**src/rtl/sckdiv_pkg.sv**
```systemverilog
package sckdiv_pkg;
   // field positions of the control word; software decodes these
   localparam int EN_BIT     = 0;
   localparam int STABLE_BIT = 1;
   localparam int DIV_LSB    = 8;
endpackage

```
**src/rtl/sckdiv_ctrl.sv**
```systemverilog
module sckdiv_ctrl
   import sckdiv_pkg::*;
#(
   parameter int CTRL_W         = 16,
   parameter int DIV_W          = 8,
   parameter int SETTLE_PERIODS = 2
) (
   input  logic              clk,
   input  logic              rst_n,
   input  logic              wr_en,
   input  logic [CTRL_W-1:0] wr_data,
   input  logic              boundary,
   output logic [CTRL_W-1:0] rd_data,
   output logic              en_o,
   output logic [DIV_W-1:0]  div_act_o
);
   localparam int SET_W = (SETTLE_PERIODS < 2) ? 1 : $clog2(SETTLE_PERIODS);

   logic              en_q;
   logic [DIV_W-1:0]  div_req_q;
   logic [DIV_W-1:0]  div_act_q;
   logic              pend_q;
   logic              stable_q;
   logic [SET_W-1:0]  settle_q;
   logic [DIV_W-1:0]  div_new;
   logic [DIV_W-1:0]  eff_req;
   logic              div_chg;
   logic              unused_wr;

   assign div_new   = wr_data[DIV_LSB +: DIV_W];
   assign eff_req   = (div_req_q == '0) ? DIV_W'(1) : div_req_q;
   assign div_chg   = wr_en && (div_new != div_req_q);
   assign unused_wr = ^wr_data;

   always_ff @(posedge clk) begin
      if (!rst_n) begin
         en_q      <= 1'b0;
         div_req_q <= '0;
         div_act_q <= DIV_W'(1);
         pend_q    <= 1'b0;
         stable_q  <= 1'b1;
         settle_q  <= '0;
      end else begin
         if (!en_q && pend_q) begin
            div_act_q <= eff_req;
            pend_q    <= 1'b0;
            stable_q  <= 1'b1;
         end else if (en_q && boundary) begin
            if (pend_q) begin
               div_act_q <= eff_req;
               pend_q    <= 1'b0;
               settle_q  <= '0;
            end else if (!stable_q) begin
               if (settle_q == SET_W'(SETTLE_PERIODS - 1))
                  stable_q <= 1'b1;
               else
                  settle_q <= settle_q + SET_W'(1);
            end
         end
         if (wr_en) begin
            en_q <= wr_data[EN_BIT];
            if (div_chg) begin
               div_req_q <= div_new;
               pend_q    <= 1'b1;
               stable_q  <= 1'b0;
               settle_q  <= '0;
            end
         end
      end
   end

   always_comb begin
      rd_data                    = '0;
      rd_data[EN_BIT]            = en_q;
      rd_data[STABLE_BIT]        = stable_q;
      rd_data[DIV_LSB +: DIV_W]  = div_req_q;
   end

   assign en_o      = en_q;
   assign div_act_o = div_act_q;


   stable_clr_chk: assert property (@(posedge clk) disable iff (!rst_n)
      (wr_en && (wr_data[DIV_LSB +: DIV_W] != div_req_q)) |=> !stable_q);


   apply_at_boundary_chk: assert property (@(posedge clk) disable iff (!rst_n)
      !$stable(div_act_q) |-> $past(boundary || !en_q));


   settle_after_apply_chk: assert property (@(posedge clk) disable iff (!rst_n)
      $rose(stable_q) |-> !pend_q);


   nonzero_div_chk: assert property (@(posedge clk) disable iff (!rst_n)
      div_act_q != '0);
endmodule

```
**src/rtl/sckdiv_timebase.sv**
```systemverilog
module sckdiv_timebase #(
   parameter int DIV_W = 8
) (
   input  logic             clk,
   input  logic             rst_n,
   input  logic             en,
   input  logic [DIV_W-1:0] div_act,
   output logic             phase_o,
   output logic             boundary_o
);
   logic [DIV_W-1:0] cnt_q;
   logic             phase_q;
   logic             term;

   assign term       = (cnt_q == div_act - DIV_W'(1));
   assign boundary_o = en && term && phase_q;
   assign phase_o    = phase_q;

   always_ff @(posedge clk) begin
      if (!rst_n) begin
         cnt_q   <= '0;
         phase_q <= 1'b0;
      end else if (!en) begin
         cnt_q   <= '0;
         phase_q <= 1'b0;
      end else if (term) begin
         cnt_q   <= '0;
         phase_q <= ~phase_q;
      end else begin
         cnt_q   <= cnt_q + DIV_W'(1);
      end
   end


   cnt_range_chk: assert property (@(posedge clk) disable iff (!rst_n)
      cnt_q < div_act);


   toggle_at_term_chk: assert property (@(posedge clk) disable iff (!rst_n)
      !$stable(phase_q) |-> $past(!en || (cnt_q == div_act - DIV_W'(1))));


   stop_idle_chk: assert property (@(posedge clk) disable iff (!rst_n)
      !en |=> (cnt_q == '0 && !phase_q));
endmodule

```
**src/rtl/sckdiv_outstage.sv**
```systemverilog
module sckdiv_outstage #(
   parameter bit OUT_REG = 1'b0
) (
   input  logic clk,
   input  logic rst_n,
   input  logic en,
   input  logic phase,
   input  logic cpol,
   output logic sclk
);
   logic lvl;

   assign lvl = en ? (cpol ^ phase) : cpol;

   generate
      if (OUT_REG) begin : g_reg
         logic sclk_q;
         always_ff @(posedge clk) begin
            if (!rst_n) sclk_q <= 1'b0;
            else        sclk_q <= lvl;
         end
         assign sclk = sclk_q;
      end else begin : g_comb
         logic unused_clk;
         assign unused_clk = clk ^ rst_n;
         assign sclk = lvl;
      end
   endgenerate
endmodule

```
**src/rtl/spi_sck_divider.sv**
```systemverilog
module spi_sck_divider
   import sckdiv_pkg::*;
#(
   parameter int CTRL_W         = 16,
   parameter int DIV_W          = 8,
   parameter int SETTLE_PERIODS = 2,
   parameter bit OUT_REG        = 1'b0
) (
   input  logic              clk,
   input  logic              rst_n,
   input  logic              cfg_wr_en,
   input  logic [CTRL_W-1:0] cfg_wr_data,
   output logic [CTRL_W-1:0] cfg_rd_data,
   input  logic              cpol,
   output logic              sclk
);
   generate
      if (DIV_LSB + DIV_W > CTRL_W) begin : g_bad_width
         $error("divider field does not fit in the control word");
      end
      if (SETTLE_PERIODS < 1) begin : g_bad_settle
         $error("SETTLE_PERIODS must be at least 1");
      end
   endgenerate

   logic             en;
   logic [DIV_W-1:0] div_act;
   logic             phase;
   logic             boundary;

   sckdiv_ctrl #(
      .CTRL_W(CTRL_W), .DIV_W(DIV_W), .SETTLE_PERIODS(SETTLE_PERIODS)
   ) u_ctrl (
      .clk(clk), .rst_n(rst_n), .wr_en(cfg_wr_en), .wr_data(cfg_wr_data),
      .boundary(boundary), .rd_data(cfg_rd_data), .en_o(en), .div_act_o(div_act)
   );

   sckdiv_timebase #(.DIV_W(DIV_W)) u_timebase (
      .clk(clk), .rst_n(rst_n), .en(en), .div_act(div_act),
      .phase_o(phase), .boundary_o(boundary)
   );

   sckdiv_outstage #(.OUT_REG(OUT_REG)) u_out (
      .clk(clk), .rst_n(rst_n), .en(en), .phase(phase), .cpol(cpol), .sclk(sclk)
   );
endmodule

```
**config.mk**
```make
export PLATFORM = sky130hd
export DESIGN_NAME = spi_sck_divider
export DESIGN_NICKNAME = d
export VERILOG_FILES = /design/src/rtl/sckdiv_pkg.sv /design/src/rtl/sckdiv_ctrl.sv /design/src/rtl/sckdiv_timebase.sv /design/src/rtl/sckdiv_outstage.sv /design/src/rtl/spi_sck_divider.sv
export SDC_FILE = /design/constraint.sdc
export NUM_CORES = 1
export LEC_CHECK = 0
export ABC_AREA = 1
export BUFFER_PORTS_ARGS = -buffer_cell sky130_fd_sc_hd__buf_2
export CELL_PAD_IN_SITES_DETAIL_PLACEMENT = 2
export CELL_PAD_IN_SITES_GLOBAL_PLACEMENT = 2
export CORE_MARGIN = 2
export CORE_UTILIZATION = 30
export DETAILED_ROUTE_END_ITERATION = 16
export GPL_TIMING_DRIVEN = 0
export PLACE_DENSITY = 0.85
export SYNTH_ARGS = -nofsm -noshare
export SYNTH_HDL_FRONTEND = slang
export SYNTH_SLANG_ARGS = --single-unit
```
**constraint.sdc**
```tcl
create_clock -name clk -period 4.1 [get_ports clk]
set_input_delay 0.205 -clock clk [delete_from_list [all_inputs] [get_ports clk]]
set_output_delay 0.205 -clock clk [all_outputs]
set_load 0.01 [all_outputs]
```
==> run_summary.xml <==
<?xml version="1.0" encoding="UTF-8"?>
<metrics>
  <group name="pwr">
    <metric name="power.density_cell_area" unit="mW/mm2">394.3</metric>
    <metric name="p_switching" unit="W">0.0002196</metric>
    <metric name="p_total" unit="W">0.0007667</metric>
    <metric name="p_leak" unit="nW">0.9653</metric>
    <metric name="power_frac_clock" unit="%">41.9</metric>
    <metric name="netSwitchingFraction" unit="%">28.65</metric>
    <metric name="p_int" unit="W">0.0005470</metric>
    <metric name="comb_power_share" unit="%">17.2</metric>
    <metric name="vdd_drop_max" unit="V">0.0001532</metric>
    <metric name="seq_power_share" unit="%">41.0</metric>
  </group>
  <group name="global_routing">
    <metric name="grt_start_max_net_pins" unit="">11</metric>
    <metric name="grt_antenna_before_repair" unit="">0</metric>
    <metric name="grt_pass1_wl" unit="um">8010</metric>
    <metric name="grt_pass1_vias" unit="">1694</metric>
    <metric name="grt_remaining_overflow" unit="">0</metric>
    <metric name="globalRouteTotalUtil" unit="%">17.16</metric>
  </group>
  <group name="floorplanning">
    <metric name="fp.dieH" unit="um">77.10</metric>
    <metric name="placement_rows" unit="">26</metric>
    <metric name="die-area" unit="mm2">0.005944</metric>
    <metric name="core" unit="mm2">0.005140</metric>
    <metric name="floorplan.initialDensity" unit="%">31.18</metric>
    <metric name="io-pin-count" unit="">37</metric>
    <metric name="dieWidth" unit="um">77.10</metric>
  </group>
  <group name="worst_setup_path">
    <metric name="startpoint_to_endpoint_class_of_the_critical_path" unit="">flop to flop</metric>
    <metric name="worst-path-buf-inv" unit="">3</metric>
    <metric name="crit_fanout" unit="">10</metric>
    <metric name="max_stage_delay" unit="ns">0.43</metric>
    <metric name="crit_family" unit="">simple AND/OR/NAND/NOR gates</metric>
    <metric name="critical_path_required" unit="ns">4.29</metric>
    <metric name="worst_path_most_repeated_cell" unit="">nand2_1</metric>
    <metric name="slowest_stage" unit="">dfxtp_1</metric>
    <metric name="crit_chain" unit="">inv_1 &gt; ha_1 &gt; nand2_1 &gt; inv_1 &gt; nor2_1 &gt; nand2_1 &gt; nor2_1 &gt; nand2_1 &gt; nor2_1 &gt; nand4_2 &gt; nand2_2 &gt; buf_6 &gt; nand2_1 &gt; nand2_1 &gt; nor2_1</metric>
    <metric name="worst_setup_path_end_kind" unit="">flop</metric>
    <metric name="critPathArrivalTime" unit="ns">2.44</metric>
    <metric name="critical_path.startpoint_type" unit="">flop</metric>
  </group>
  <group name="cells_and_area">
    <metric name="final_net_count" unit="">299</metric>
    <metric name="diodes" unit="">0</metric>
    <metric name="layout-drive-gt1-share" unit="%">17.99</metric>
    <metric name="area_delta_synth_final" unit="%">21.31</metric>
  </group>
  <group name="place">
    <metric name="numPortBuffers" unit="">23</metric>
    <metric name="detailed_place_hpwl" unit="um">3601</metric>
    <metric name="gpl.final_weighted_congestion" unit="">0.7330</metric>
  </group>
  <group name="drt">
    <metric name="first_iter_violations" unit="">44</metric>
    <metric name="drt_wl_total" unit="um">4626</metric>
    <metric name="post_detailed_route_wirelength_per_cell" unit="um">13.29</metric>
    <metric name="vias_per_cell" unit="">4.523</metric>
    <metric name="antenna_left" unit="">0</metric>
    <metric name="drtPass1Iterations" unit="">2</metric>
    <metric name="remaining_drc_errors" unit="">0</metric>
    <metric name="detailroute.via_count" unit="">1574</metric>
  </group>
  <group name="min_path">
    <metric name="holdCritPathClass" unit="">input port to flop</metric>
  </group>
  <group name="timing">
    <metric name="setup_violations" unit="">0</metric>
    <metric name="drv_slew" unit="">0</metric>
    <metric name="fin_hold_ws" unit="ns">0.1504</metric>
    <metric name="max_freq" unit="GHz">0.4433</metric>
    <metric name="post-route-min-period" unit="ns">2.256</metric>
    <metric name="timing.setup.tns" unit="ns">0</metric>
    <metric name="post-route-period-util" unit="%">55.02</metric>
    <metric name="grt_setup_unrepaired" unit="">false</metric>
    <metric name="timing.final.hold_violations" unit="">0</metric>
    <metric name="clock_skew" unit="ns">0.005810</metric>
  </group>
  <group name="synth">
    <metric name="yosys_warnings" unit="">0</metric>
    <metric name="postSynth.asyncResetShare" unit="%">0</metric>
    <metric name="netlist_area" unit="mm2">0.001603</metric>
    <metric name="syn-mean-instance-area" unit="um2">6.623</metric>
    <metric name="synth-simple-area-share" unit="%">34.43</metric>
    <metric name="sequential_fraction_of_the_synthesis_area" unit="%">36.22</metric>
    <metric name="synth_top_flop_cell" unit="">dfxtp_1</metric>
    <metric name="synthDistinctLibCells" unit="">27</metric>
    <metric name="synth_top_family_by_area" unit="">simple AND/OR/NAND/NOR gates</metric>
    <metric name="yosys_register_bits" unit="">29</metric>
    <metric name="post_synth_mux_area_share" unit="%">0</metric>
    <metric name="post-synth-top-area-fraction" unit="%">36.22</metric>
    <metric name="postSynthCellCount" unit="">242</metric>
    <metric name="synth-compound-area-share" unit="%">6.714</metric>
    <metric name="synth_top_cell_by_area" unit="">dfxtp_1</metric>
    <metric name="synth.top_cells.by_area" unit="">dfxtp_1 (36%), nand2_1 (15%), nor2_1 (9.8%)</metric>
    <metric name="synth_xor_area_share" unit="%">8.197</metric>
    <metric name="post_synth_fa_ha_maj_area_fraction" unit="%">1.561</metric>
    <metric name="synth-edff-count" unit="">0</metric>
  </group>
  <group name="clock_tree">
    <metric name="cts_tree" unit="">built</metric>
    <metric name="number_of_buffers_added_by_the_clock_tree_synthesis_step" unit="">5</metric>
    <metric name="number_of_instances_resized_during_post_cts_repair" unit="">0</metric>
    <metric name="cts-htree-levels" unit="">2</metric>
    <metric name="ctsLongestPathBuffers" unit="">2</metric>
    <metric name="clock_sinks" unit="">29</metric>
    <metric name="post_cts_buffers" unit="">0</metric>
    <metric name="clock-root-buffer" unit="">clkbuf_8</metric>
    <metric name="insertion_delay" unit="ns">0.29</metric>
    <metric name="cts-hold-fix-buffers" unit="">0</metric>
    <metric name="clock_pin_slew_on_the_worst_setup_and_hold_paths" unit="ns">0.07</metric>
  </group>
  <group name="run_status">
    <metric name="outcome" unit="">finished clean</metric>
  </group>
  <group name="run">
    <metric name="drv.max_cap_violation_count" unit="">0</metric>
  </group>
</metrics>
==> cell families after synthesis <==
group / after synthesis
simple gates: 131
buf+inv: 43
fa+ha+maj: 2
other cells: 1
compound gates: 21
flops: 29
xor+xnor: 15
==> cells in the mapped netlist (2+ instances only) <==
library cell and count:
nand2_1 62, nand3_1 12, inv_1 29, ha_1 2
nand4_1 3, xor2_1 6, buf_2 2, buf_4 8
o22ai_1 2, nor3b_1 2, clkbuf_1 2, nor2_2 2
dfxtp_1 29, a21oi_1 10, o21ai_0 8, nor2_1 42
xnor2_1 9, or2_2 3
==> routing by layer <==
metal  GRT usage (%)  part of all wire, %  vias up
li1                -                    -      801
met1           18.56                   43      743
met2           32.46                   52       24
met3           4.000                  3.3        6
met4           5.893                  1.5        0
met5               0                    0        -
==> through the flow <==
step	std cells	utilization (%)	instance area, um2	setup slack [ns]
2_1_floorplan	247	-	1622	2.263
3_3_place_gp	340	35.49	1824	1.967
3_5_place_dp	340	35.49	1824	1.850
4_1_cts	348	37.83	1944	1.794
5_1_grt	348	37.83	1944	1.587
6_report	348	37.83	1944	1.844
==> worst min-delay path, delay by kind of cell <==
family	cells	cell delay [ns]
AND/OR/NAND/NOR	2	0.13
buffers and inverters	1	0.08
==> power groups by stage <==
stage          clock network, W  logic [W]  registers [W]
2_1_floorplan                 0  0.0000917       0.000318
3_3_place_gp                  0   0.000125       0.000319
3_5_place_dp                  0   0.000132       0.000320
4_1_cts                0.000331   0.000134       0.000314
5_1_grt                0.000342   0.000152       0.000317
6_report               0.000321   0.000132       0.000314
==> cell type report <==
cell class	count	area, um2
Buffer	14	93.84
Clock buffer	6	82.58
Clock inverter	2	37.54
Fill cell	676	3196
Inverter	29	108.9
Multi-Input combinational cell	175	838.3
Sequential cell	29	580.6
Tap cell	70	87.58
Timing Repair Buffer	23	115.1
==> flip-flops by register name, summed over array words and instances (netlist names) <==
name and cells:
u_ctrl.div_act_o 8, u_ctrl.pend_q 1, u_ctrl.stable_q 1, u_ctrl.en_o 1
u_timebase.phase_o 1, u_ctrl.settle_q 1, u_timebase.cnt_q 8, u_ctrl.div_req_q 8
==> cell usage in the layout, fill, tap and decap left out, types with 2 or more instances in the layout <==
master,count
dfxtp_1,29
clkbuf_8,6
conb_1,6
or2_2,3
o21ai_0,8
nor3b_1,2
o22ai_1,2
nor2_2,2
ha_1,2
nand4_1,3
inv_1,29
clkbuf_1,2
nand3_1,12
nor2_1,42
nand2_1,62
buf_2,25
buf_4,8
xnor2_1,9
xor2_1,6
a21oi_1,10
==> path summary, 6_finish.rpt <==
| path | slack [ns] | cells past startpoint | end | start |
|---|---|---|---|---|
| min | 0.15 | 3 | u_ctrl.en_o | cfg_wr_data[0] |
| max reg2reg | 1.84 | 15 | u_ctrl.div_act_o[2] | u_ctrl.div_act_o[0] |
| min reg2reg | 0.46 | 2 | u_ctrl.settle_q | u_ctrl.settle_q |
| max | 1.84 | 15 | u_ctrl.div_act_o[2] | u_ctrl.div_act_o[0] |
Power figures use the tool's default switching activity.
